`src/rtl/xmb_pkg.sv`:
```
package xmb_pkg;

  localparam int WCW = 2;  // wait code width
  localparam int SCW = 2;  // stretch counter width

  typedef logic [WCW-1:0] wcode_t;

  typedef enum logic [2:0] {
    PH_IDLE,
    PH_ADDR,
    PH_STRB,
    PH_DONE,
    PH_GAP
  } phase_t;

  // extra strobe cycles beyond the basic one
  function automatic logic [SCW-1:0] stretch_of(wcode_t c);
    case (c)
      2'b00:   stretch_of = 2'd0;
      2'b01:   stretch_of = 2'd1;
      default: stretch_of = 2'd2;
    endcase
  endfunction

  // idle cycle before the next address phase
  function automatic logic gap_of(wcode_t c);
    gap_of = (c == 2'b11);
  endfunction

endpackage

```
`src/rtl/xmb_sector.sv`:
```
module xmb_sector
  import xmb_pkg::*;
#(
  parameter int AW = 16
) (
  input  logic [AW-1:0] addr,
  input  logic [AW-1:0] limit,
  input  wcode_t        code_lo,
  input  wcode_t        code_hi,
  output wcode_t        code_sel,
  output logic          upper
);

  always_comb begin
    upper    = (addr >= limit);
    code_sel = upper ? code_hi : code_lo;
  end

endmodule

```
`src/rtl/xmb_stretch.sv`:
```
module xmb_stretch #(
  parameter int CW = 2
) (
  input  logic          clk,
  input  logic          rst_n,
  input  logic          load,
  input  logic [CW-1:0] load_val,
  input  logic          run,
  output logic          zero
);

  logic [CW-1:0] cnt_q, cnt_d;

  always_comb begin
    cnt_d = cnt_q;
    if (load)
      cnt_d = load_val;
    else if (run && (cnt_q != '0))
      cnt_d = cnt_q - 1'b1;
  end

  always_ff @(posedge clk or negedge rst_n) begin
    if (!rst_n) cnt_q <= '0;
    else        cnt_q <= cnt_d;
  end

  assign zero = (cnt_q == '0);

endmodule

```
`src/rtl/xmb_lane.sv`:
```
module xmb_lane #(
  parameter int DW = 8
) (
  input  logic          clk,
  input  logic          rst_n,
  input  logic          set_en,
  input  logic [DW-1:0] set_val,
  input  logic          drive,
  input  logic          keeper,
  input  logic          keep_ok,
  output logic [DW-1:0] ad_out,
  output logic          ad_oe
);

  logic [DW-1:0] hold_q, hold_d;

  always_comb begin
    hold_d = hold_q;
    if (set_en) hold_d = set_val;
  end

  always_ff @(posedge clk or negedge rst_n) begin
    if (!rst_n) hold_q <= '0;
    else        hold_q <= hold_d;
  end

  assign ad_out = hold_q;
  assign ad_oe  = drive | (keeper & keep_ok);

endmodule

```
`src/rtl/xmem_bridge.sv`:
```
module xmem_bridge
  import xmb_pkg::*;
#(
  parameter int AW = 16,
  parameter int DW = 8
) (
  input  logic          clk,
  input  logic          rst_n,
  input  logic [AW-1:0] cfg_limit,
  input  logic [1:0]    cfg_wait_lo,
  input  logic [1:0]    cfg_wait_hi,
  input  logic          cfg_keeper,
  input  logic          req_valid,
  input  logic          req_we,
  input  logic [AW-1:0] req_addr,
  input  logic [DW-1:0] req_wdata,
  input  logic          next_is_ram,
  output logic          req_ready,
  output logic [DW-1:0] req_rdata,
  output logic [AW-DW-1:0] bus_ahi,
  output logic [DW-1:0] bus_ad_out,
  output logic          bus_ad_oe,
  input  logic [DW-1:0] bus_ad_in,
  output logic          bus_ale,
  output logic          bus_rd_n,
  output logic          bus_wr_n
);

  localparam int HW = AW - DW;

  // reset: asynchronous assert, synchronous release
  logic [1:0] rst_sync_q;
  logic       rst_ni;

  always_ff @(posedge clk or negedge rst_n) begin
    if (!rst_n) rst_sync_q <= 2'b00;
    else        rst_sync_q <= {rst_sync_q[0], 1'b1};
  end
  assign rst_ni = rst_sync_q[1];

  // state
  phase_t        ph_q, ph_d;
  logic [AW-1:0] addr_q;
  logic [DW-1:0] wdata_q, rdata_q;
  logic          we_q;
  wcode_t        code_q;

  wcode_t        code_sel;
  logic          upper;
  logic          t_zero;
  logic          accept, strb_last;
  logic          lane_set;
  logic [DW-1:0] lane_val;
  logic          lane_drive, lane_keep_ok;

  xmb_sector #(.AW(AW)) u_sector (
    .addr     (req_addr),
    .limit    (cfg_limit),
    .code_lo  (cfg_wait_lo),
    .code_hi  (cfg_wait_hi),
    .code_sel (code_sel),
    .upper    (upper)
  );

  xmb_stretch #(.CW(SCW)) u_stretch (
    .clk      (clk),
    .rst_n    (rst_ni),
    .load     (ph_q == PH_ADDR),
    .load_val (stretch_of(code_q)),
    .run      (ph_q == PH_STRB),
    .zero     (t_zero)
  );

  assign accept    = (ph_q == PH_IDLE) && req_valid;
  assign strb_last = (ph_q == PH_STRB) && t_zero;

  // next-state
  always_comb begin
    ph_d = ph_q;
    case (ph_q)
      PH_IDLE: if (req_valid) ph_d = PH_ADDR;
      PH_ADDR: ph_d = PH_STRB;
      PH_STRB: if (t_zero) ph_d = PH_DONE;
      PH_DONE: ph_d = gap_of(code_q) ? PH_GAP : PH_IDLE;
      PH_GAP:  ph_d = PH_IDLE;
      default: ph_d = PH_IDLE;
    endcase
  end

  always_ff @(posedge clk or negedge rst_ni) begin
    if (!rst_ni) ph_q <= PH_IDLE;
    else         ph_q <= ph_d;
  end

  // request capture, enabled on acceptance
  always_ff @(posedge clk or negedge rst_ni) begin
    if (!rst_ni) begin
      addr_q  <= '0;
      wdata_q <= '0;
      we_q    <= 1'b0;
      code_q  <= '0;
    end else if (accept) begin
      addr_q  <= req_addr;
      wdata_q <= req_wdata;
      we_q    <= req_we;
      code_q  <= code_sel;
    end
  end

  // read data, enabled at end of a read strobe
  always_ff @(posedge clk or negedge rst_ni) begin
    if (!rst_ni)                 rdata_q <= '0;
    else if (strb_last && !we_q) rdata_q <= bus_ad_in;
  end

  // lane value selection
  always_comb begin
    lane_set = 1'b0;
    lane_val = req_addr[DW-1:0];
    if (accept) begin
      lane_set = 1'b1;
      lane_val = req_addr[DW-1:0];
    end else if ((ph_q == PH_ADDR) && we_q) begin
      lane_set = 1'b1;
      lane_val = wdata_q;
    end else if (strb_last && !we_q) begin
      lane_set = 1'b1;
      lane_val = bus_ad_in;
    end
  end

  assign lane_drive   = (ph_q == PH_ADDR) ||
                        (we_q && ((ph_q == PH_STRB) || (ph_q == PH_DONE)));
  assign lane_keep_ok = (ph_q == PH_IDLE) || (ph_q == PH_GAP) ||
                        ((ph_q == PH_DONE) && !we_q);

  xmb_lane #(.DW(DW)) u_lane (
    .clk     (clk),
    .rst_n   (rst_ni),
    .set_en  (lane_set),
    .set_val (lane_val),
    .drive   (lane_drive),
    .keeper  (cfg_keeper),
    .keep_ok (lane_keep_ok),
    .ad_out  (bus_ad_out),
    .ad_oe   (bus_ad_oe)
  );

  // bus strobes
  assign bus_ahi   = addr_q[AW-1:DW];
  assign bus_ale   = (ph_q == PH_ADDR) || ((ph_q == PH_DONE) && next_is_ram);
  assign bus_rd_n  = !((ph_q == PH_STRB) && !we_q);
  assign bus_wr_n  = !((ph_q == PH_STRB) && we_q);
  assign req_ready = (ph_q == PH_DONE);
  assign req_rdata = rdata_q;


  assert property (@(posedge clk) disable iff (!rst_ni)
    bus_ale |-> (bus_rd_n && bus_wr_n))
    else $error("ale_strobe_overlap_chk");


  assert property (@(posedge clk) disable iff (!rst_ni)
    !(!bus_rd_n && !bus_wr_n))
    else $error("strobe_excl_chk");


  assert property (@(posedge clk) disable iff (!rst_ni)
    req_ready |=> !req_ready)
    else $error("ready_single_chk");


  assert property (@(posedge clk) disable iff (!rst_ni)
    req_ready |-> $past(!bus_rd_n || !bus_wr_n))
    else $error("ready_after_strobe_chk");


  assert property (@(posedge clk) disable iff (!rst_ni)
    !bus_rd_n |-> !bus_ad_oe)
    else $error("read_lane_release_chk");


  assert property (@(posedge clk) disable iff (!rst_ni)
    (!bus_rd_n || !bus_wr_n) |-> $stable(bus_ahi))
    else $error("ahi_stable_chk");

  logic [HW-1:0] unused_hw;
  assign unused_hw = '0;
  logic unused_upper;
  assign unused_upper = upper;

endmodule

```
`config.mk`:
```
export PLATFORM = sky130hd
export DESIGN_NAME = xmem_bridge
export DESIGN_NICKNAME = d
export VERILOG_FILES = /design/src/rtl/xmb_pkg.sv /design/src/rtl/xmb_sector.sv /design/src/rtl/xmb_stretch.sv /design/src/rtl/xmb_lane.sv /design/src/rtl/xmem_bridge.sv
export SDC_FILE = /design/constraint.sdc
export NUM_CORES = 1
export LEC_CHECK = 0
export ABC_AREA = 1
export BUFFER_PORTS_ARGS = -buffer_cell sky130_fd_sc_hd__buf_2
export CAP_MARGIN = 20
export CELL_PAD_IN_SITES_DETAIL_PLACEMENT = 0
export CELL_PAD_IN_SITES_GLOBAL_PLACEMENT = 1
export CORE_MARGIN = 10
export CORE_UTILIZATION = 31
export CTS_BUF_LIST = sky130_fd_sc_hd__clkbuf_8 sky130_fd_sc_hd__clkbuf_16
export CTS_CLUSTER_SIZE = 10
export DETAILED_ROUTE_END_ITERATION = 12
export HOLD_SLACK_MARGIN = 0.15
export PLACE_DENSITY = 0.76
export SYNTH_ARGS = -nofsm -noshare
export SYNTH_HDL_FRONTEND = slang
export SYNTH_SLANG_ARGS = --single-unit
```
`constraint.sdc`:
```
create_clock -name clk -period 1.2 [get_ports clk]
set_input_delay 0.24 -clock clk [delete_from_list [all_inputs] [get_ports clk]]
set_output_delay 0.24 -clock clk [all_outputs]
set_load 0.02 [all_outputs]
```
; ---- Word-level counts from Yosys, hierarchy flattened
; Index checks and enable logic that the tools add are counted.
[op_classes]
bitwise = 2
n_eq_ne = 8
addsub = 1
n_reduce_logical = 24
n_lt_le_gt_ge = 1
mux = 14
[op_table]
columns = op, n
row1 = 8-bit two-way mux, 3
row2 = 16-bit >= comparator, 1
row3 = 3-bit one-hot mux with 4 select lines, 1
row4 = 1-bit logical AND, 10
row5 = 3-bit two-way mux, 3
row6 = 3-bit by 2-bit == test with 1-bit output (second input constant), 2
row7 = 2-bit two-way mux, 3
row8 = 1-bit logical OR, 5
row9 = 2-bit zero test, 2
row10 = 2-bit != test (second input constant), 2
row11 = 2-bit one-hot mux with 2 select lines, 1
row12 = 2-bit nonzero test, 2
row13 = 3-bit by 1-bit == test with 1-bit output (second input constant), 1
row14 = 3-bit == test (second input constant), 1
row15 = 1-bit zero test, 3
row16 = 3-bit zero test, 1
row17 = 1-bit two-way mux, 3
row18 = 2-bit by 1-bit == test with 1-bit output (second input constant), 1
row19 = 2-bit == test (second input constant), 1
row20 = 2-bit AND reduction, 1
row21 = 2-bit by 1-bit subtractor with 2-bit output (second input constant), 1
row22 = 1-bit AND, 1
row23 = 1-bit OR, 1
[totals]
reg_bits = 50
word_cells = 59

; ---- Longest topological paths before layout
[logic_depth]
depth_word = 6
mapped_depth = 14

; ---- Modules after synthesis
; From an unflattened synthesis, not the netlist that was laid out.
[unflattened]
cells_unflattened = 324
hier_area_um2 = 2447.3
[modules_own_cells]
columns = module, cells_each, area_per_inst_um2, n_inst
row1 = xmem_bridge, 193, 1525.2, 1
row2 = xmb_sector, 75, 478.0, 1
row3 = xmb_lane, 37, 316.6, 1
row4 = xmb_stretch, 19, 127.6, 1

; ---- Worst setup path before layout
; No wires, ideal clock.
[synth_timing]
path_type = register to output
startpoint = reg ph_q[2]
endpoint = out bus_ad_oe
path_stages_with_launch = 8
arrival_time_ps = 1388
n_path_buf = 0
setup_slack_ps = -428
path_cell_list = dfrtp_1 > inv_1 > nand2_2 > nor2_1 > inv_1 > o22ai_1 > a21oi_1 > o21ai_0
[synth_via]
elab_chain_cells = 5
[synth_lines]
columns = element, line_no
row1 = from (decl), xmem_bridge.sv:42  ; phase_t ph_q, ph_d;
row2 = from (signal assigned), xmem_bridge.sv:92  ; else ph_q <= ph_d;
row3 = 3-bit by 2-bit == test with 1-bit output *, n/a
row4 = named net req_ready, xmem_bridge.sv:18  ; output logic req_ready,
row5 = 1-bit logical AND / 1-bit logical OR (equally long branches), "xmem_bridge.sv:135, xmem_bridge.sv:133"
row6 = 1-bit logical OR / 1-bit logical AND (equally long branches), "xmem_bridge.sv:134, xmem_bridge.sv:133"
row7 = 1-bit AND / 1-bit logical OR (equally long branches), "xmb_lane.sv:28, xmem_bridge.sv:132"
row8 = 1-bit OR *, xmb_lane.sv:28  ; assign ad_oe = drive | (keeper & keep_ok);
row9 = to (decl), xmem_bridge.sv:22  ; output logic bus_ad_oe,
; The timed path passes the listed nets; every way through them passes the cells marked *.

; ---- Worst setup path in the final report
[layout_timing]
startpoint = reg ph_q[2]
endpoint = out bus_ad_oe
[layout_via]
elab_chain_cells = 5
[layout_lines]
columns = element, line_no
row1 = 3-bit == test (tied with other cells), xmem_bridge.sv:134  ; assign lane_keep_ok = (ph_q == PH_IDLE) || (ph_q == PH_GAP) ||
row2 = 1-bit logical OR (tied with other cells), xmem_bridge.sv:134
row3 = 1-bit logical OR / 1-bit logical AND (equally long branches), "xmem_bridge.sv:134, xmem_bridge.sv:133"
row4 = 1-bit AND / 1-bit logical OR (equally long branches), "xmb_lane.sv:28, xmem_bridge.sv:132"
row5 = 1-bit OR *, xmb_lane.sv:28
; Mark *: on every way between the ends. The rest lies on a longest branch, timed or not.

==> impl_metrics.csv <==
group,metric,value,unit
hold_path,hold-path-cell-count,3,
worst_setup_path,reg2regPathDepth,10,
synthesis,yosysWarnings,0,
cells_and_area,fillers,711,
clock_network,cts_tree,"done",
sta,period_needed,1.69,ns
global_routing,grt_pass1_vias,2425,
synthesis,ys_top_cells_by_area,"dfrtp_1, nand2_1, ha_1",
global_routing,grt_max_degree,41,
power_and_ir_drop,vdd_drop_max,0.000622,V
worst_setup_path,path_class,"reg2out",
synthesis,synth_nets,374,
cells_and_area,drive_gt1_frac,0.464,
synthesis,syn_avg_cell_area,7.78,sq um
run_status,violations,"setup timing",
synthesis,synthDistinctLibCells,27,
synthesis,synthArstFlopShare,1.00,
global_routing,met3_usage,0.0383,
global_routing,busiest_layer,"met2",
placement,gp_congestion,0.769,
synthesis,synth_top_area_share,0.452,
placement,placed_area,3220,sq um
placement,dpl.hpwl,5.11,mm
global_routing,gr-usage-all-layers,0.116,
worst_setup_path,cp_slowest_cell,"dfrtp_1",
placement,port-buffer-count,86,
clock_network,clock_latency,0.28,ns
detailed_routing,wire_per_inst,12.5,microns
run,cap_violations,0,
sta,slew_viol_final,0,
clock_network,path_clk_slew,0.07,ns
worst_setup_path,cp_slowest_stage_delay,0.43,ns
power_and_ir_drop,p_per_area,2190,nW/um^2
worst_setup_path,r2r_slack,-0.41,ns
synthesis,ys_ff_latch,42,
floorplan,pin_count,87,
floorplan,die_x,107,microns
placement,pre_cts_ws,-0.322,ns
floorplan,num_rows,31,
cells_and_area,finalInstanceArea,3700,sq um
sta,hold_viol_final,0,
global_routing,gr-usage-met2,0.191,
cells_and_area,utilization,0.508,
sta,post-route-period-util,1.41,
sta,grt_setup_unrepaired,"true",
detailed_routing,drt-total-wl,6.63,mm
sta,finalSetupViolations,44,
worst_setup_path,cp.arrival,1.45,ns
floorplan,design.core.area,7290,sq um
global_routing,antenna_found_initial,0,
global_routing,grt_pass1_wl,10.9,mm
floorplan,start_util,0.319,
detailed_routing,vias_per_cell,4.19,
detailed_routing,drcViolationCount,0,
synthesis,synth-main-ff-cell,"dfrtp_1",
floorplan,dieArea,11400,sq um
synthesis,synthCells,299,
detailed_routing,ant_nets,0,
run_status,outcome,"finished with violations",
synthesis,synth_edf_count,0,
floorplan,die_h,107,microns
global_routing,grt_use_met1,0.142,
cells_and_area,insertedDiodeCount,0,
synthesis,syn_area,2330,sq um
worst_setup_path,worstPathMaxFanout,3,
sta,finalSetupTns,-11.68,ns
worst_setup_path,cp-end-kind,"output pin",
hold_path,min_path_type,"in2reg",
detailed_routing,drtPass1Iterations,4,
clock_network,root_buffer,"clkbuf_8",
clock_network,cts.htree.levels,2,
sta,fmax,592,MHz
power_and_ir_drop,leakage,0.00201,uW
cells_and_area,final_nets,506,
worst_setup_path,crit_required,0.96,ns
synthesis,yosysSeqAreaShare,0.452,
worst_setup_path,crit_chain,"inv_1 > nand2_2 > nor2_4 > inv_2 > o22ai_2 > a21oi_2 > o21ai_2 > buf_6",
clock_network,clock-sinks,42,
worst_setup_path,startpoint_type,"register",
clock_network,cts_buffer_depth,2,
clock_network,cts-buffers-inserted,5,
detailed_routing,initialDrtViolationCount,51,
detailed_routing,via_count,2222,
cells_and_area,syn2layout_area_growth,59.3,%
synthesis,synth_top_cell_by_area,"dfrtp_1",
sta,skew,0.00616,ns
sta,setup_ws,-0.490,ns
global_routing,grt_overflow,0,
## registers in the layout, indices dropped and copies added, names as in the netlist
signal and cells:
ph_q 3, we_q 1, u_stretch.cnt_q 2, u_lane.ad_out 8, addr_q 8, rst_sync_q 2
code_q 2, req_rdata 8, wdata_q 8
## critical path: cells and delay by family, from the launching register on
kind,cells,cell delay [ns]
flops,1,0.43
compound gates,3,0.25
buf+inv,3,0.26
simple gates,2,0.23
## cell usage in the layout, fill, tap and decap left out, drive strengths merged
cell type      n
o221ai         1
nand2        108
o32ai          1
conb           1
a21oi          8
nor3           1
nand4          2
o21a           1
o21ai         21
o211ai         3
clkbuf         6
dlygate4sd3    3
clkinv         1
o211a          1
nor2          23
buf          129
ha            17
o22ai          1
dfrtp         42
nand3         11
inv           50
## through the flow
step           power [uW]  cells  hold slack, ns
2_1_floorplan        4830    299         -0.0556
5_1_grt              8780    530           0.159
6_report             8110    530           0.161
4_1_cts              7930    528           0.152
3_3_place_gp         6190    509          0.0261
3_5_place_dp         6230    509          0.0276
## synthesized netlist by cell type (3+ instances only)
cell and n:
o21ai_2 4, buf_2 5, inv_2 4, o21ai_1 13, ha_1 17, nor2_1 20
nand2_1 106, o21ai_0 4, inv_1 45, nand3_1 10, o211ai_1 3, a21oi_1 8
dfrtp_1 42
## layer usage
metal  wire length, microns  up-vias  share of wire
met3                    491        2          0.074
met1                   3030      974           0.46
met5                      0        -              0
met4                     44        0         0.0066
li1                       -     1187              -
met2                   3060       59           0.46
## kinds of logic after synthesis
| logic type | Yosys count | synth area share |
|---|---|---|
| AOI/OAI and AO/OA | 37 | 0.0963 |
| DFF | 42 | 0.452 |
| buffers and inverters | 57 | 0.101 |
| and+or+nand+nor | 145 | 0.258 |
| other | 1 | 0.00161 |
| adders and majority gates | 17 | 0.0914 |
## power breakdown
part / internal [uW] / switching (uW) / total (uW) / leakage [uW]
clock: 448 / 440 / 888 / 0.0000485
combinational: 2120 / 2550 / 4670 / 0.00145
sequential: 2090 / 463 / 2550 / 0.000513
## worst paths after layout
check	startpoint	to
max	ph_q[2]	bus_ad_oe
min	req_wdata[4]	wdata_q[4]
max reg2reg	ph_q[2]	req_rdata[3]
min reg2reg	rst_sync_q[1]	u_stretch.cnt_q[1]
max in group asynchronous	rst_sync_q[1]	req_rdata[6]
min in group asynchronous	rst_sync_q[1]	u_stretch.cnt_q[1]
## final cells by class
| class | instances | area (sq um) | area share |
|---|---|---|---|
| multi-input cells | 200 | 1310 | 0.352 |
| flip-flops and latches | 42 | 1050 | 0.284 |
| repair buffers | 132 | 927 | 0.250 |
| inverters | 50 | 210 | 0.0567 |
| well taps | 99 | 124 | 0.0334 |
| clock buffers | 6 | 82.6 | 0.0223 |
| clock inverters | 1 | 3.75 | 0.00101 |
## what timing repair did
item,CTS,global route
buffers inserted,8,3
setup endpoints to repair,43,44
endpoints found under the hold margin,4,0
cloned,2,0
pin swaps,12,8
resized for setup,52,21
hold buffers,3,0
Power figures use the tool's default switching activity.
